### config.mk
export PLATFORM = sky130hd
export DESIGN_NAME = xbar_pq_arb
export DESIGN_NICKNAME = d
export VERILOG_FILES = /design/src/rtl/xbar_pq_arb.sv
export SDC_FILE = /design/constraint.sdc
export NUM_CORES = 1
export LEC_CHECK = 0
export BUFFER_PORTS_ARGS = -buffer_cell sky130_fd_sc_hd__buf_4
export CORE_MARGIN = 4
export CORE_UTILIZATION = 54
export DETAILED_ROUTE_END_ITERATION = 10
export PLACE_DENSITY = 0.81
export SETUP_SLACK_MARGIN = 0.05
export SLEW_MARGIN = 20
export SYNTH_ARGS = -nofsm -noshare
export SYNTH_HDL_FRONTEND = slang
export SYNTH_SLANG_ARGS = --single-unit
### constraint.sdc
create_clock -name clk -period 6.15 [get_ports clk]
set_input_delay 0.9225 -clock clk [delete_from_list [all_inputs] [get_ports clk]]
set_output_delay 0.9225 -clock clk [all_outputs]
set_load 0.03 [all_outputs]
### src/rtl/xbar_pq_arb.sv
module xbar_pq_arb #(
  parameter int M = 4,
  parameter int S = 2,
  parameter int PW = 3,
  parameter int LW = 4,
  parameter int CW = 3,
  parameter int MAX_ACT = 2,
  localparam int SW = (S > 1) ? $clog2(S) : 1
) (
  input  logic          clk,
  input  logic          rst,
  input  logic [M-1:0]  req,
  input  logic [M*SW-1:0] slave_id,
  input  logic [M*PW-1:0] prio,
  input  logic [M*LW-1:0] len,
  input  logic [CW-1:0] ovh,
  input  logic [CW-1:0] lat,
  output logic [M-1:0]  grant,
  output logic [M-1:0]  beat,
  output logic [M-1:0]  done
);
  localparam int MW = (M > 1) ? $clog2(M) : 1;
  localparam int QW = CW + 1;

  logic [SW-1:0] tgt [M];
  logic [PW-1:0] pr  [M];
  logic [LW-1:0] ln  [M];

  logic [M-1:0]  waiting, owning, done_q;
  logic [LW-1:0] rem   [M];
  logic [M-1:0]  older [M];

  logic [S-1:0]  busy;
  logic [MW-1:0] own  [S];
  logic [QW-1:0] wcnt [S];

  logic [MW-1:0] win [S];
  logic [S-1:0]  new_g, dat, lastb, pre;
  logic [M-1:0]  enq, pre_m, beat_m;

  always_comb begin
    for (int i = 0; i < M; i++) begin
      tgt[i] = slave_id[i*SW +: SW];
      pr[i]  = prio[i*PW +: PW];
      ln[i]  = len[i*LW +: LW];
    end
  end

  always_comb begin
    int taken;
    logic [MW-1:0] w;
    logic hw;
    taken  = 0;
    enq    = req & ~waiting & ~owning & ~done_q;
    pre_m  = '0;
    beat_m = '0;
    for (int s = 0; s < S; s++) begin
      hw = 1'b0;
      w  = '0;
      for (int i = 0; i < M; i++)
        if (waiting[i] && tgt[i] == SW'(s) &&
            (!hw || pr[i] > pr[w] || (pr[i] == pr[w] && older[i][w]))) begin
          hw = 1'b1;
          w  = MW'(i);
        end
      win[s]   = w;
      dat[s]   = busy[s] && wcnt[s] == '0;
      lastb[s] = dat[s] && rem[own[s]] == LW'(1);
      pre[s]   = busy[s] && hw && pr[w] > pr[own[s]] && !lastb[s];
      new_g[s] = !busy[s] && hw && ($countones(busy) + taken < MAX_ACT);
      if (new_g[s]) taken++;
      if (dat[s]) beat_m[own[s]] = 1'b1;
      if (pre[s]) pre_m[own[s]]  = 1'b1;
    end
  end

  assign grant = owning;
  assign beat  = beat_m;
  assign done  = done_q;

  always_ff @(posedge clk) begin
    if (rst) begin
      waiting <= '0;
      owning  <= '0;
      done_q  <= '0;
      busy    <= '0;
      for (int i = 0; i < M; i++) begin
        rem[i]   <= '0;
        older[i] <= '0;
      end
      for (int s = 0; s < S; s++) begin
        own[s]  <= '0;
        wcnt[s] <= '0;
      end
    end else begin
      done_q <= '0;
      for (int i = 0; i < M; i++) begin
        if (enq[i]) begin
          waiting[i] <= 1'b1;
          rem[i]     <= ln[i];
          for (int j = 0; j < M; j++)
            if (j != i) begin
              older[j][i] <= waiting[j] | pre_m[j] | (enq[j] && j < i);
              older[i][j] <= !(waiting[j] | pre_m[j] | (enq[j] && j < i));
            end
        end
        if (pre_m[i])
          for (int j = 0; j < M; j++)
            if (j != i) begin
              older[i][j] <= 1'b1;
              older[j][i] <= 1'b0;
            end
      end
      for (int s = 0; s < S; s++) begin
        if (busy[s]) begin
          if (!dat[s]) wcnt[s] <= wcnt[s] - QW'(1);
          else rem[own[s]] <= rem[own[s]] - LW'(1);
          if (lastb[s]) begin
            busy[s]         <= 1'b0;
            owning[own[s]]  <= 1'b0;
            done_q[own[s]]  <= 1'b1;
          end else if (pre[s]) begin
            owning[own[s]]  <= 1'b0;
            waiting[own[s]] <= 1'b1;
            own[s]          <= win[s];
            wcnt[s]         <= QW'(ovh) + QW'(lat);
            owning[win[s]]  <= 1'b1;
            waiting[win[s]] <= 1'b0;
          end
        end else if (new_g[s]) begin
          busy[s]         <= 1'b1;
          own[s]          <= win[s];
          wcnt[s]         <= QW'(ovh) + QW'(lat);
          owning[win[s]]  <= 1'b1;
          waiting[win[s]] <= 1'b0;
        end
      end
    end
  end
endmodule

==> impl_metrics.tcl <==
set metrics [dict create \
    dp_hpwl_um 11300 \
    crit_slowest_cell "ha_1" \
    cp_slowest_stage_delay_ns 0.34 \
    die_h_um 98.2 \
    synth_edf_count 30 \
    synthArstFlopShare 0 \
    htreeDepth 2 \
    p_per_area_nw_per_um2 433 \
    finalCritPeriodShare 1.09 \
    holdBufCountCts 0 \
    clkLatencyLatePin_ns 0.32 \
    root_buffer "clkbuf_8" \
    drt_wl_total_um 16400 \
    start_kind "input port" \
    status "finished, violations left" \
    relSlewSlack 0.403 \
    layout_setup_ws_ns -0.569 \
    drt_iter0_markers 546 \
    drtAntennaViolNets 0 \
    path_max_fanout 6 \
    final.setup_skew_ns 0.0165 \
    synth.yosys.seq_area_share 0.287 \
    cp.required_ns 6.22 \
    utilization 0.809 \
    worst-slew-pin-transition_ns 0.896 \
    cap_violations 0 \
    critPathKind "in -> reg" \
    grt_max_degree 29 \
    syn_area_sq_um 4390 \
    hold_depth 2 \
    die-area_sq_um 9640 \
    grtUsageTotal 0.314 \
    gp_congestion 0.993 \
    final.min_clock_period_ns 6.72 \
    rows 32 \
    grt_pass1_vias 4908 \
    grt_setup_unrepaired "true" \
    final_cell_mix "buf_4, nor2_1, nand2_1" \
    nFillCells 464 \
    synth_area_leader_cell "edfxtp_1" \
    io_buffer_count 55 \
    ys_types 77 \
    route.vias.total 4986 \
    rr_worst_depth 31 \
    hold_path.class "reg -> reg" \
    clkTransAtPathRegs_ns 0.10 \
    setup_violations 38 \
    viasPerCell 6.76 \
    initial_core_util 0.563 \
    ys_ff_latch 48 \
    tns_ns -16.82 \
    setup.worst_path.start "prio[2]" \
    seq_area_sq_um 1260 \
    hold_path.startpoint "grant[0]" \
    synth_top_area_share 0.205 \
    synth_flop_cell "edfxtp_1" \
    antenna_found_initial 0 \
    areaGrowthSynthToFinish_pct 43.8 \
    die_x_um 98.2 \
    clock.fmax_ghz 0.149 \
    rr_startpoint "waiting[0]" \
    avgSynthCellArea_sq_um 8.80 \
    netlist_top_cells_area "edfxtp_1, ha_1, dfxtp_1" \
    drc 0 \
    drive_gt1_frac 0.414 \
    core_sq_um 7810 \
    wl_per_cell_um 22.2 \
    r2r_slack_ns 0.02 \
    grt_pass1_wl_um 24400 \
    layout.nets 713 \
    maxSlewViolCount 0 \
    cp.arrival_ns 6.79 \
    peakVddDrop_v 0.000279 \
    cts_tree "built" \
    path_common_cell "buf_4" \
    layout_commonest_cell "buf_4" \
    multiInputGateArea_sq_um 3490 \
    antenna_cells 0 \
    grt_overflow 0 \
    ctsLongestPathBuffers 2 \
    power.leakage_nw 2.58 \
    numCtsBuffers 5 \
    pin_count 56 \
    finalHoldViolations 0 \
    syn_nets 577 \
    clock_sinks 48 \
    violations "setup timing" \
    yosysWarnings 0 \
    end_kind "flop" \
    first_pass_iters 6 \
    worstSetupEndpoint "wcnt[1][3]" \
    rr_endpoint "wcnt[1][3]" \
    synth_cells 499 \
]
power by group:
part	internal, mW	leakage, nW	total [mW]	switching, mW
clock network	0.164	0.0687	0.286	0.122
logic	0.790	2.04	1.79	1.00
registers	0.487	0.473	0.657	0.170
total	1.44	2.58	2.74	1.29
area by class of cell:
type / instances / share of cell area
flip-flops and latches: 48 / 0.200
well taps: 102 / 0.0202
clock buffers: 5 / 0.0109
multi-input cells: 405 / 0.553
clock inverters: 3 / 0.0109
inverters: 31 / 0.0208
repair buffers: 144 / 0.185
Yosys cell counts (3+ instances only):
cell and count:
a21oi_1 39, edfxtp_1 30, and2_1 3, mux2i_1 8, or3_1 4, o31ai_1 6, nor3_1 14, o211a_1 3
o21a_1 4, and3_1 3, o21ai_0 19, a211oi_1 9, a31oi_1 4, mux4_2 14, xnor2_1 4, ha_1 33
a22oi_1 4, o211ai_1 3, nor2_1 52, o21ai_1 5, xor2_1 5, inv_1 30, nand2_1 44, nand3b_1 3
a221oi_1 13, o22ai_1 8, clkbuf_1 7, nor2b_1 11, dfxtp_1 18, o22a_1 3, nand4_1 3, nand2b_1 13
buf_2 5, a21o_1 3, nand3_1 18
worst min path at each step:
| stage | slack, ns | end |
|---|---|---|
| finish | 0.52 | grant[0] |
| global route | 0.55 | grant[0] |
| CTS | 0.53 | grant[0] |
| detailed placement | 0.52 | grant[0] |
| global placement | 0.49 | grant[0] |
| floorplan | 0.57 | wcnt[1][0] |
timing repair:
item,in CTS,in global routing
endpoints found under the setup margin,38,40
pin swaps,48,27
gates resized for setup,58,35
buffers inserted,18,11
routing by layer:
| layer | GRT usage | wire (um) | vias to the layer above |
|---|---|---|---|
| li1 | - | - | 2171 |
| met1 | 0.395 | 5810 | 2335 |
| met2 | 0.518 | 7910 | 389 |
| met3 | 0.0614 | 1820 | 91 |
| met4 | 0.154 | 869 | 0 |
| met5 | 0 | 0 | - |
registers in the layout, indices dropped and copies added (netlist names):
register and flops:
rem 16, wcnt 8, older 6, done 4, grant 4, own 4, waiting 4, busy 2
per-stage QoR:
step / cell area, sq um / instances / setup slack (ns) / total power, mW / hold WS, ns
6_report: 6320 / 738 / -0.569 / 2.74 / 0.524
5_1_grt: 6320 / 738 / -0.700 / 2.86 / 0.554
4_1_cts: 6060 / 728 / -0.198 / 2.53 / 0.528
3_5_place_dp: 5520 / 702 / -0.798 / 2.08 / 0.518
3_3_place_gp: 5520 / 702 / -0.554 / 2.03 / 0.493
2_1_floorplan: 4600 / 499 / 0.0130 / 1.59 / 0.566
worst max-delay path, delay by kind of cell:
family,cells,cell delay (ns)
AO/OA/AOI/OAI,9,1.72
AND/OR/NAND/NOR,12,1.31
adder cells (fa/ha/maj),4,1.16
multiplexers,3,0.90
buffers and inverters,6,0.74
kinds of logic after synthesis:
| group | share of synthesized area |
|---|---|
| compound gates | 0.226 |
| flops | 0.287 |
| simple gates | 0.227 |
| xor+xnor | 0.0179 |
| fa+ha+maj | 0.0986 |
| mux | 0.0986 |
| buf+inv | 0.0442 |
Note: power is estimated with default switching activity, not from simulation.
